$ cat src/rtl/dmaev_pkg.sv
package dmaev_pkg;
    localparam int unsigned ADDR_W  = 3;
    localparam int unsigned REG_CNT = 6;

    typedef enum logic [ADDR_W-1:0] {
        RA_EVT     = 3'd0,
        RA_EVT_EN  = 3'd1,
        RA_EVT_SET = 3'd2,
        RA_EVT_CLR = 3'd3,
        RA_PEND    = 3'd4,
        RA_IRQ_EN  = 3'd5
    } reg_addr_e;
endpackage

$ cat src/rtl/dmaev_w1_row.sv
module dmaev_w1_row #(
    parameter int unsigned W = 16
) (
    input  logic         clk_i,
    input  logic         rst_ni,
    input  logic [W-1:0] set_i,
    input  logic [W-1:0] clr_i,
    output logic [W-1:0] q_o
);
    logic [W-1:0] q_d, q_q;

    // set has priority over clear, bit by bit
    always_comb begin
        for (int i = 0; i < W; i++) begin
            q_d[i] = set_i[i] | (q_q[i] & ~clr_i[i]);
        end
    end

    always_ff @(posedge clk_i or negedge rst_ni) begin
        if (!rst_ni) q_q <= '0;
        else         q_q <= q_d;
    end

    assign q_o = q_q;
endmodule

$ cat src/rtl/dmaev_regdec.sv
module dmaev_regdec
    import dmaev_pkg::*;
#(
    parameter int unsigned DATA_W = 32,
    parameter int unsigned NUM_CH = 16
) (
    input  logic                      wr_i,
    input  logic [ADDR_W-1:0]         addr_i,
    input  logic [DATA_W-1:0]         wdata_i,
    input  logic [NUM_CH-1:0]         evt_i,
    input  logic [NUM_CH-1:0]         evt_en_i,
    input  logic [NUM_CH-1:0]         pend_i,
    input  logic [NUM_CH-1:0]         irq_en_i,
    output logic [REG_CNT-1:0]        wsel_o,
    output logic [NUM_CH-1:0]         wbits_o,
    output logic [DATA_W-1:0]         rdata_o
);
    assign wbits_o = wdata_i[NUM_CH-1:0];

    generate
        if (DATA_W > NUM_CH) begin : g_hi
            logic unused_wdata_hi;
            assign unused_wdata_hi = ^wdata_i[DATA_W-1:NUM_CH];
        end
    endgenerate

    always_comb begin
        for (int k = 0; k < REG_CNT; k++) begin
            wsel_o[k] = wr_i && (addr_i == ADDR_W'(k));
        end
    end

    always_comb begin
        rdata_o = '0;
        unique case (addr_i)
            RA_EVT:    rdata_o[NUM_CH-1:0] = evt_i;
            RA_EVT_EN: rdata_o[NUM_CH-1:0] = evt_en_i;
            RA_PEND:   rdata_o[NUM_CH-1:0] = pend_i;
            RA_IRQ_EN: rdata_o[NUM_CH-1:0] = irq_en_i;
            default:   rdata_o = '0;
        endcase
    end
endmodule

$ cat src/rtl/dmaev_irq_merge.sv
module dmaev_irq_merge #(
    parameter int unsigned W = 16
) (
    input  logic [W-1:0] pend_i,
    input  logic [W-1:0] en_i,
    output logic         irq_o
);
    logic [W-1:0] hit;

    genvar g;
    generate
        for (g = 0; g < W; g++) begin : g_hit
            assign hit[g] = pend_i[g] & en_i[g];
        end
    endgenerate

    assign irq_o = |hit;
endmodule

$ cat src/rtl/dmaev_bank.sv
module dmaev_bank
    import dmaev_pkg::*;
#(
    parameter int unsigned NUM_CH = 16,
    parameter int unsigned DATA_W = 32
) (
    input  logic              clk_i,
    input  logic              rst_ni,
    input  logic              reg_wr_i,
    input  logic [2:0]        reg_addr_i,
    input  logic [DATA_W-1:0] reg_wdata_i,
    output logic [DATA_W-1:0] reg_rdata_o,
    input  logic [NUM_CH-1:0] hw_evt_i,
    output logic [NUM_CH-1:0] xfer_req_o,
    input  logic [NUM_CH-1:0] xfer_ack_i,
    input  logic [NUM_CH-1:0] xfer_done_i,
    input  logic [NUM_CH-1:0] done_irq_opt_i,
    output logic              irq_o
);
    typedef struct packed {
        logic [NUM_CH-1:0] evt_en;
        logic [NUM_CH-1:0] irq_en;
    } ctl_t;

    ctl_t ctl_d, ctl_q;

    logic [REG_CNT-1:0] wsel;
    logic [NUM_CH-1:0]  wbits;
    logic [NUM_CH-1:0]  evt_q, pend_q;
    logic [NUM_CH-1:0]  evt_set, evt_clr, pend_set, pend_clr;

    dmaev_regdec #(.DATA_W(DATA_W), .NUM_CH(NUM_CH)) i_regdec (
        .wr_i     (reg_wr_i),
        .addr_i   (reg_addr_i),
        .wdata_i  (reg_wdata_i),
        .evt_i    (evt_q),
        .evt_en_i (ctl_q.evt_en),
        .pend_i   (pend_q),
        .irq_en_i (ctl_q.irq_en),
        .wsel_o   (wsel),
        .wbits_o  (wbits),
        .rdata_o  (reg_rdata_o)
    );

    always_comb begin
        ctl_d    = ctl_q;
        if (wsel[int'(RA_EVT_EN)]) ctl_d.evt_en = wbits;
        if (wsel[int'(RA_IRQ_EN)]) ctl_d.irq_en = wbits;

        evt_set  = hw_evt_i | (wsel[int'(RA_EVT_SET)] ? wbits : '0);
        evt_clr  = (wsel[int'(RA_EVT_CLR)] ? wbits : '0) | (xfer_ack_i & xfer_req_o);
        pend_set = xfer_done_i & done_irq_opt_i;
        pend_clr = wsel[int'(RA_PEND)] ? wbits : '0;
    end

    always_ff @(posedge clk_i or negedge rst_ni) begin
        if (!rst_ni) ctl_q <= '0;
        else         ctl_q <= ctl_d;
    end

    dmaev_w1_row #(.W(NUM_CH)) i_evt_row (
        .clk_i  (clk_i),
        .rst_ni (rst_ni),
        .set_i  (evt_set),
        .clr_i  (evt_clr),
        .q_o    (evt_q)
    );

    dmaev_w1_row #(.W(NUM_CH)) i_pend_row (
        .clk_i  (clk_i),
        .rst_ni (rst_ni),
        .set_i  (pend_set),
        .clr_i  (pend_clr),
        .q_o    (pend_q)
    );

    assign xfer_req_o = evt_q & ctl_q.evt_en;

    dmaev_irq_merge #(.W(NUM_CH)) i_irq (
        .pend_i (pend_q),
        .en_i   (ctl_q.irq_en),
        .irq_o  (irq_o)
    );

    // interrupt only with something pending
    p_irq_has_pend_r10: assert property (@(posedge clk_i) disable iff (!rst_ni)
        irq_o |-> (pend_q != '0));

    genvar g;
    generate
        for (g = 0; g < NUM_CH; g++) begin : g_chk
            p_hw_evt_latch_r2: assert property (@(posedge clk_i) disable iff (!rst_ni)
                hw_evt_i[g] |=> evt_q[g]);
            p_clr_evt_r4: assert property (@(posedge clk_i) disable iff (!rst_ni)
                (reg_wr_i && reg_addr_i == RA_EVT_CLR && reg_wdata_i[g] && !evt_set[g])
                |=> !evt_q[g]);
            p_evt_beats_clr_r6: assert property (@(posedge clk_i) disable iff (!rst_ni)
                (hw_evt_i[g] && reg_wr_i && reg_addr_i == RA_EVT_CLR) |=> evt_q[g]);
            p_ack_drops_r7: assert property (@(posedge clk_i) disable iff (!rst_ni)
                (xfer_req_o[g] && xfer_ack_i[g] && !evt_set[g]) |=> !xfer_req_o[g]);
            p_done_pend_r8: assert property (@(posedge clk_i) disable iff (!rst_ni)
                (xfer_done_i[g] && done_irq_opt_i[g]) |=> pend_q[g]);
        end
    endgenerate
endmodule

$ cat config.mk
export PLATFORM = sky130hd
export DESIGN_NAME = dmaev_bank
export DESIGN_NICKNAME = d
export VERILOG_FILES = /design/src/rtl/dmaev_pkg.sv /design/src/rtl/dmaev_w1_row.sv /design/src/rtl/dmaev_regdec.sv /design/src/rtl/dmaev_irq_merge.sv /design/src/rtl/dmaev_bank.sv
export SDC_FILE = /design/constraint.sdc
export NUM_CORES = 1
export LEC_CHECK = 0
export ABC_AREA = 1
export BUFFER_PORTS_ARGS = -buffer_cell sky130_fd_sc_hd__buf_4
export CORE_MARGIN = 1
export CORE_UTILIZATION = 25
export CTS_CLUSTER_DIAMETER = 30
export CTS_CLUSTER_SIZE = 25
export DETAILED_ROUTE_END_ITERATION = 6
export HOLD_SLACK_MARGIN = 0.15
export PLACE_DENSITY = 0.51
export REMOVE_ABC_BUFFERS = 1
export SLEW_MARGIN = 20
export SYNTH_ARGS = -nofsm -noshare
export SYNTH_HDL_FRONTEND = slang
export SYNTH_SLANG_ARGS = --single-unit
$ cat constraint.sdc
create_clock -name clk_i -period 0.89 [get_ports clk_i]
set_input_delay 0.0445 -clock clk_i [delete_from_list [all_inputs] [get_ports clk_i]]
set_output_delay 0.0445 -clock clk_i [all_outputs]
set_load 0.005 [all_outputs]
==> flow_metrics.tcl, run 1 <==
set metrics [dict create \
    drt-vias-per-instance 4.57 \
    post-dp-hpwl_microns 9100 \
    p_leak_nw 3.21 \
    place_congestion 0.818 \
    holdCritStartpoint "reg_wr_i" \
    synth_edf_count 0 \
    outcome "complete, but fails checks" \
    core_area_sq_um 14100 \
    routed_wl_microns 13500 \
    vias 4216 \
    crit_fanout 2 \
    async_flop_share 1.00 \
    violations "setup timing" \
    fin_skew_ns 0.00149 \
    stdcell_count 923 \
    switchingPower_w 0.00290 \
    maxCapViolations 0 \
    port_buffers 118 \
    cp-endpoint "irq_o" \
    htree_levels 3 \
    insertion_delay_ns 0.33 \
    final_hold_viol_count 0 \
    crit_type "reg -> out" \
    avgSynthCellArea_sq_um 7.63 \
    synth_common_cells "132 x nand2_1, 80 x nand3_1, 64 x dfrtp_1" \
    nets 842 \
    fin_ws_ns -0.449 \
    cp.arrival_ns 1.29 \
    cp.required_ns 0.85 \
    clock-root-buffer "clkbuf_16" \
    synthFlopType "dfrtp_1" \
    placed_area_sq_um 5170 \
    area_growth_pct 81.3 \
    cts_buffer_depth 2 \
    cts_buffers 9 \
    max_clock_freq_mhz 747 \
    grt_usage 0.187 \
    r2r_slack_ns -0.05 \
    ant_nets 0 \
    synth.most_common_cell "nand2_1" \
    min_path_type "in -> reg" \
    n_antenna_cell 0 \
    min_period_ns 1.34 \
    first_global_vias 4177 \
    dp.cells 817 \
    grt_setup_unrepaired "true" \
    rows 43 \
    yosys_warnings 0 \
    clk_pin_slew_ns 0.05 \
    die_w_microns 123 \
    ir_drop_v 0.000889 \
    ys_seq_area_frac 0.437 \
    worstRegToRegCells 5 \
    multi_input_area_sq_um 1830 \
    synth.largest_area_cell "dfrtp_1" \
    ioPinCount 151 \
    p_seq_frac 0.363 \
    route.detailed.drc 0 \
    layout-drive-gt1-share 0.350 \
    grt_max_degree 65 \
    critPathCaptureType "output pin" \
    setup_violations 34 \
    wl_per_cell_microns 14.6 \
    initialDrtViolationCount 239 \
    swShare 0.291 \
    clock_sinks 64 \
    p_clk_frac 0.316 \
    fin_area_sq_um 6640 \
    antenna_found_initial 0 \
    drv_slew 0 \
    fin_crit_sh 1.51 \
    crit_start "i_pend_row.q_o[10]" \
    combPwrFrac 0.321 \
    seq_area_sq_um 1600 \
    yosysUniqueCellTypes 23 \
    power.density_nw_per_um2 1500 \
    drt-pass1-iter-count 5 \
    cts_tree "done" \
    yosys-top-cells-area "dfrtp_1 44%, nand2_1 14%, nand3_1 11%, nand4_1 6.0%, inv_1 5.1%" \
    synth_top_area_share 0.437 \
    grt_pass1_wl_microns 20800 \
    rr_endpoint "i_evt_row.q_o[5]" \
    synth-seq-cells 64 \
    critPathLaunchType "register" \
    chipHeight_microns 123 \
    intPower_w 0.00707 \
    grt_overflow 0 \
    fill_cells 1363 \
    syn-cell-area_sq_um 3660 \
    rr_startpoint "ctl_q[21]" \
    syn_inst 480 \
    initial_core_util 0.260 \
    die-area_sq_um 15100 \
]
-- layout by cell type (no fill, tap or decap), drive strengths merged --
cell type / synthesis / final
nand4: 35 / 35
clkbuf: 1 / 13
nor3: 1 / 1
dfrtp: 64 / 64
buf: 39 / 193
inv: 53 / 53
o21ai: 48 / 48
clkinv: 0 / 1
nand2: 134 / 134
nand3: 82 / 82
a21boi: 16 / 16
dlygate4sd3: 0 / 81
nor2: 6 / 6
conb: 1 / 16
-- power groups by stage --
| stage | clock (W) | sequential [W] | combinational, W |
|---|---|---|---|
| final | 0.00315 | 0.00362 | 0.00320 |
| after floorplan | 0 | 0.00360 | 0.000952 |
| after detailed placement | 0 | 0.00365 | 0.00243 |
| after global routing | 0.00336 | 0.00368 | 0.00354 |
| after CTS | 0.00321 | 0.00362 | 0.00304 |
| after global placement | 0 | 0.00363 | 0.00239 |
-- area by class of cell --
class                           instances  share of cell area
Clock buffer                           13              0.0377
Sequential cell                        64               0.241
Clock inverter                          1            0.000754
Tap cell                              180              0.0339
Inverter                               53              0.0300
Multi-Input combinational cell        338               0.275
Timing Repair Buffer                  274               0.381
-- state kept, by name (all words and copies together), names as in the netlist --
| name | cells |
|---|---|
| ctl_q | 32 |
| i_evt_row.q_o | 16 |
| i_pend_row.q_o | 16 |
-- through the flow --
step	power, W	util	TNS, ns	hold WS [ns]	setup slack (ns)
5_1_grt	0.0106	0.471	-9.15	0.238	-0.518
4_1_cts	0.00988	0.463	-7.74	0.196	-0.493
3_5_place_dp	0.00608	0.367	-7.30	0.0791	-0.203
3_3_place_gp	0.00602	0.367	-6.19	0.0734	-0.178
2_1_floorplan	0.00455	-	-15.46	-0.251	-0.537
6_report	0.00997	0.471	-7.34	0.201	-0.449
-- cells by family (layout without fill, tap and decap cells) --
kind of cell           count (synthesis)  after routing  share of synthesized area
AOI/OAI and AO/OA                     64             64                      0.105
buffers and inverters                 93            341                      0.124
and+or+nand+nor                      258            258                      0.333
DFF                                   64             64                      0.437
other                                  1             16                    0.00102
-- what timing repair did --
| item | in CTS | in global routing |
|---|---|---|
| endpoints found under the hold margin | 128 | 0 |
| setup endpoints to repair | 33 | 37 |
| setup buffers | 7 | 11 |
| pin swaps | 32 | 29 |
| resized for setup | 60 | 30 |
| hold buffers | 81 | 0 |
-- critical path, cell delays in order, from the launching register on --
cell	delay (ns)
dfrtp_1	0.39
nand2_1	0.07
nand4_1	0.16
nor2_4	0.15
nand2_2	0.07
buf_6	0.12
-- per-layer routing --
| layer | part of all wire | global-route usage |
|---|---|---|
| met5 | 0 | 0 |
| met4 | 0.016 | 0.0745 |
| met3 | 0.044 | 0.0314 |
| met2 | 0.52 | 0.328 |
| met1 | 0.42 | 0.225 |
-- worst min path at each step --
| stage | endpoint | depth (start not counted) |
|---|---|---|
| global placement | ctl_q[18] | 2 |
| detailed placement | ctl_q[18] | 2 |
| floorplan | ctl_q[0] | 0 |
| finish | i_evt_row.q_o[12] | 5 |
| global route | i_evt_row.q_o[12] | 5 |
| CTS | i_evt_row.q_o[12] | 5 |
No activity file was read; power rests on OpenSTA's default activity.
==> run 2: changes to the inputs <==
ABC_AREA = 0   (was 1)
==> run 2 against run 1 <==
- the run still ends with setup timing left
- wire length shrank 15%
- sequential cell count is the same
- combinational power grew 21%
- cell area grew 0.49%
- register-to-register slack lost 0.20 ns
- clock skew grew 0.0030 ns
- utilization grew 2.3 points
- area after synthesis shrank 3.8%
- critical path type unchanged
- critical endpoint unchanged
- largest power group is now the clock network
- highest routed layer unchanged
==> flow_metrics.tcl, run 2 <==
set metrics [dict create \
    htree_levels 3 \
    cts_buffer_depth 2 \
    crit_chain "a22o_1, a221oi_2, buf_4, nand4_1, buf_4" \
    fin_area_sq_um 6670 \
    ir_drop_v 0.000853 \
    cts_tree "done" \
    nets 640 \
    setup_violations 57 \
    cp.arrival_ns 1.57 \
    maxCapViolations 0 \
    critPathLaunchType "register" \
    synth.most_common_cell "dfrtp_1" \
    yosys_warnings 0 \
    slowest_stage "dfrtp_1" \
    ioPinCount 151 \
    post-dp-hpwl_microns 7640 \
    worstRegToRegCells 4 \
    rr_startpoint "i_evt_row.q_o[5]" \
    min_path_type "in -> async" \
    core_area_sq_um 13500 \
    first_global_vias 3573 \
    synth.largest_area_cell "dfrtp_1" \
    antenna_found_initial 0 \
    fin_crit_sh 1.82 \
    crit_fanout 2 \
    cp.required_ns 0.85 \
    fin_skew_ns 0.00452 \
    drt-pass1-iter-count 4 \
    route.detailed.drc 0 \
    grt_setup_unrepaired "true" \
    synthFlopType "dfrtp_1" \
    multi_input_area_sq_um 1880 \
    avgSynthCellArea_sq_um 13.0 \
    fin_util 0.494 \
    drt-vias-per-instance 4.50 \
    worst-path-buf-inv 2 \
    max_clock_freq_mhz 617 \
    synth-seq-cells 64 \
    clock_sinks 64 \
    p_leak_nw 3.02 \
    cp_top_family "compound AO/OA/AOI/OAI gates" \
    grt_pass1_wl_microns 18300 \
    syn-cell-area_sq_um 3520 \
    die-area_sq_um 14600 \
    fill_cells 1202 \
    top_register "ctl_q" \
    largest_reg_flops 32 \
    vias 3235 \
    crit_type "reg -> out" \
    post-place-ws_ns -0.504 \
    final_cell_mix "111 x buf_4, 81 x dlygate4sd3_1, 73 x buf_6" \
    insertion_delay_ns 0.32 \
    synth_top_area_share 0.455 \
    port_buffers 118 \
    async_flop_share 1.00 \
    rr_endpoint "i_evt_row.q_o[5]" \
    min_period_ns 1.62 \
    initial_core_util 0.261 \
    crit_top_cell "buf_4" \
    n_antenna_cell 0 \
    synth_common_cells "64 x dfrtp_1, 32 x nand2_1, 22 x mux2_2" \
    max_stage_delay_ns 0.38 \
    outcome "complete, but fails checks" \
    layout_commonest_cell "buf_4" \
    syn_inst 270 \
    ant_nets 0 \
    layout-drive-gt1-share 0.536 \
    area_growth_pct 89.4 \
    r2r_slack_ns -0.25 \
    clk_pin_slew_ns 0.06 \
    yosys-top-cells-area "dfrtp_1 45%, mux4_2 8.3%, mux2_2 7.0%, a22o_1 5.0%, a221o_1 4.5%" \
    cts_buffers 9 \
    drv_slew 0 \
    place_congestion 0.753 \
    critPathCaptureType "output pin" \
    violations "setup timing" \
    ys_seq_area_frac 0.455 \
    initialDrtViolationCount 168 \
    grt_overflow 0 \
    fin_ws_ns -0.729 \
    grt_max_degree 37 \
    wl_per_cell_microns 16.0 \
    routed_wl_microns 11500 \
    final_hold_viol_count 0 \
    yosysUniqueCellTypes 23 \
    die_w_microns 121 \
    rows 42 \
    placed_area_sq_um 4990 \
    synth_edf_count 0 \
    chipHeight_microns 121 \
    clock-root-buffer "clkbuf_16" \
    seq_area_sq_um 1600 \
    power.density_nw_per_um2 1750 \
    grt_usage 0.166 \
]
-- run 2: changes by cell type in the layout (fill, tap and decap cells not counted), sizes merged, moves of 10 or more --
cell	change
mux2	+32
nand2	-102
nand3	-82
nor2b	+10
inv	-53
nand4	-34
o21ai	-48
a221o	+16
mux4	+16
and2	+16
a22o	+20
-- run 2: worst max path at each step --
stage / startpoint / to / depth (start not counted)
2_1_floorplan: reg_addr_i[1] / ctl_q[16] / 2
3_3_place_gp: i_pend_row.q_o[7] / irq_o / 5
3_5_place_dp: i_pend_row.q_o[7] / irq_o / 5
4_1_cts: i_pend_row.q_o[7] / irq_o / 5
5_1_grt: i_pend_row.q_o[7] / irq_o / 5
6_report: i_pend_row.q_o[7] / irq_o / 5
-- run 2: layer usage --
metal,up-vias,GRT usage,part of all wire
met3,11,0.0307,0.038
li1,1527,-,-
met5,-,0,0
met2,94,0.287,0.50
met4,0,0.0517,0.012
met1,1603,0.208,0.45
-- run 2: final cells by class --
class | count | area share
Clock inverter | 7 | 0.0180
Multi-Input combinational cell | 190 | 0.281
Timing Repair Buffer | 273 | 0.394
Tap cell | 176 | 0.0330
Clock buffer | 9 | 0.0338
Sequential cell | 64 | 0.240
-- run 2: where the power goes --
group	internal (W)	switching, W	leakage, nW
Combinational	0.00272	0.00115	2.16
Sequential	0.00337	0.000349	0.690
Clock	0.00274	0.00132	0.166
Total	0.00883	0.00282	3.02
-- run 2: through the flow --
step	std cells	TNS (ns)	power [W]	hold slack (ns)
2_1_floorplan	254	-10.43	0.00477	-0.251
3_3_place_gp	609	-21.29	0.00635	0.0211
3_5_place_dp	609	-22.11	0.00641	0.0219
4_1_cts	715	-17.61	0.0116	0.228
5_1_grt	719	-19.47	0.0122	0.244
6_report	719	-17.21	0.0117	0.226
-- run 2: cell families (layout without fill, tap and decap cells) --
kind of cell           after synthesis  in the layout  share of synthesized area
AO/OA/AOI/OAI                       56             56                      0.139
AND/OR/NAND/NOR                     70             70                      0.115
multiplexers                        48             48                      0.219
other                                1             16                    0.00107
flip-flops                          64             64                      0.455
buffers and inverters               31            289                     0.0711
-- run 2: worst register-to-register path, stage by stage, from the launching register on --
cell and delay (ns):
dfrtp_1 0.39, buf_6 0.12, buf_6 0.10, a21boi_1 0.12, a221o_1 0.29
-- run 2: timing repair --
action,4_1_cts,5_1_grt
setup endpoints to repair,55,76
hold endpoints to repair,128,0
pin swaps,19,9
gates resized for setup,113,31
hold buffers,81,0
setup buffers,18,13
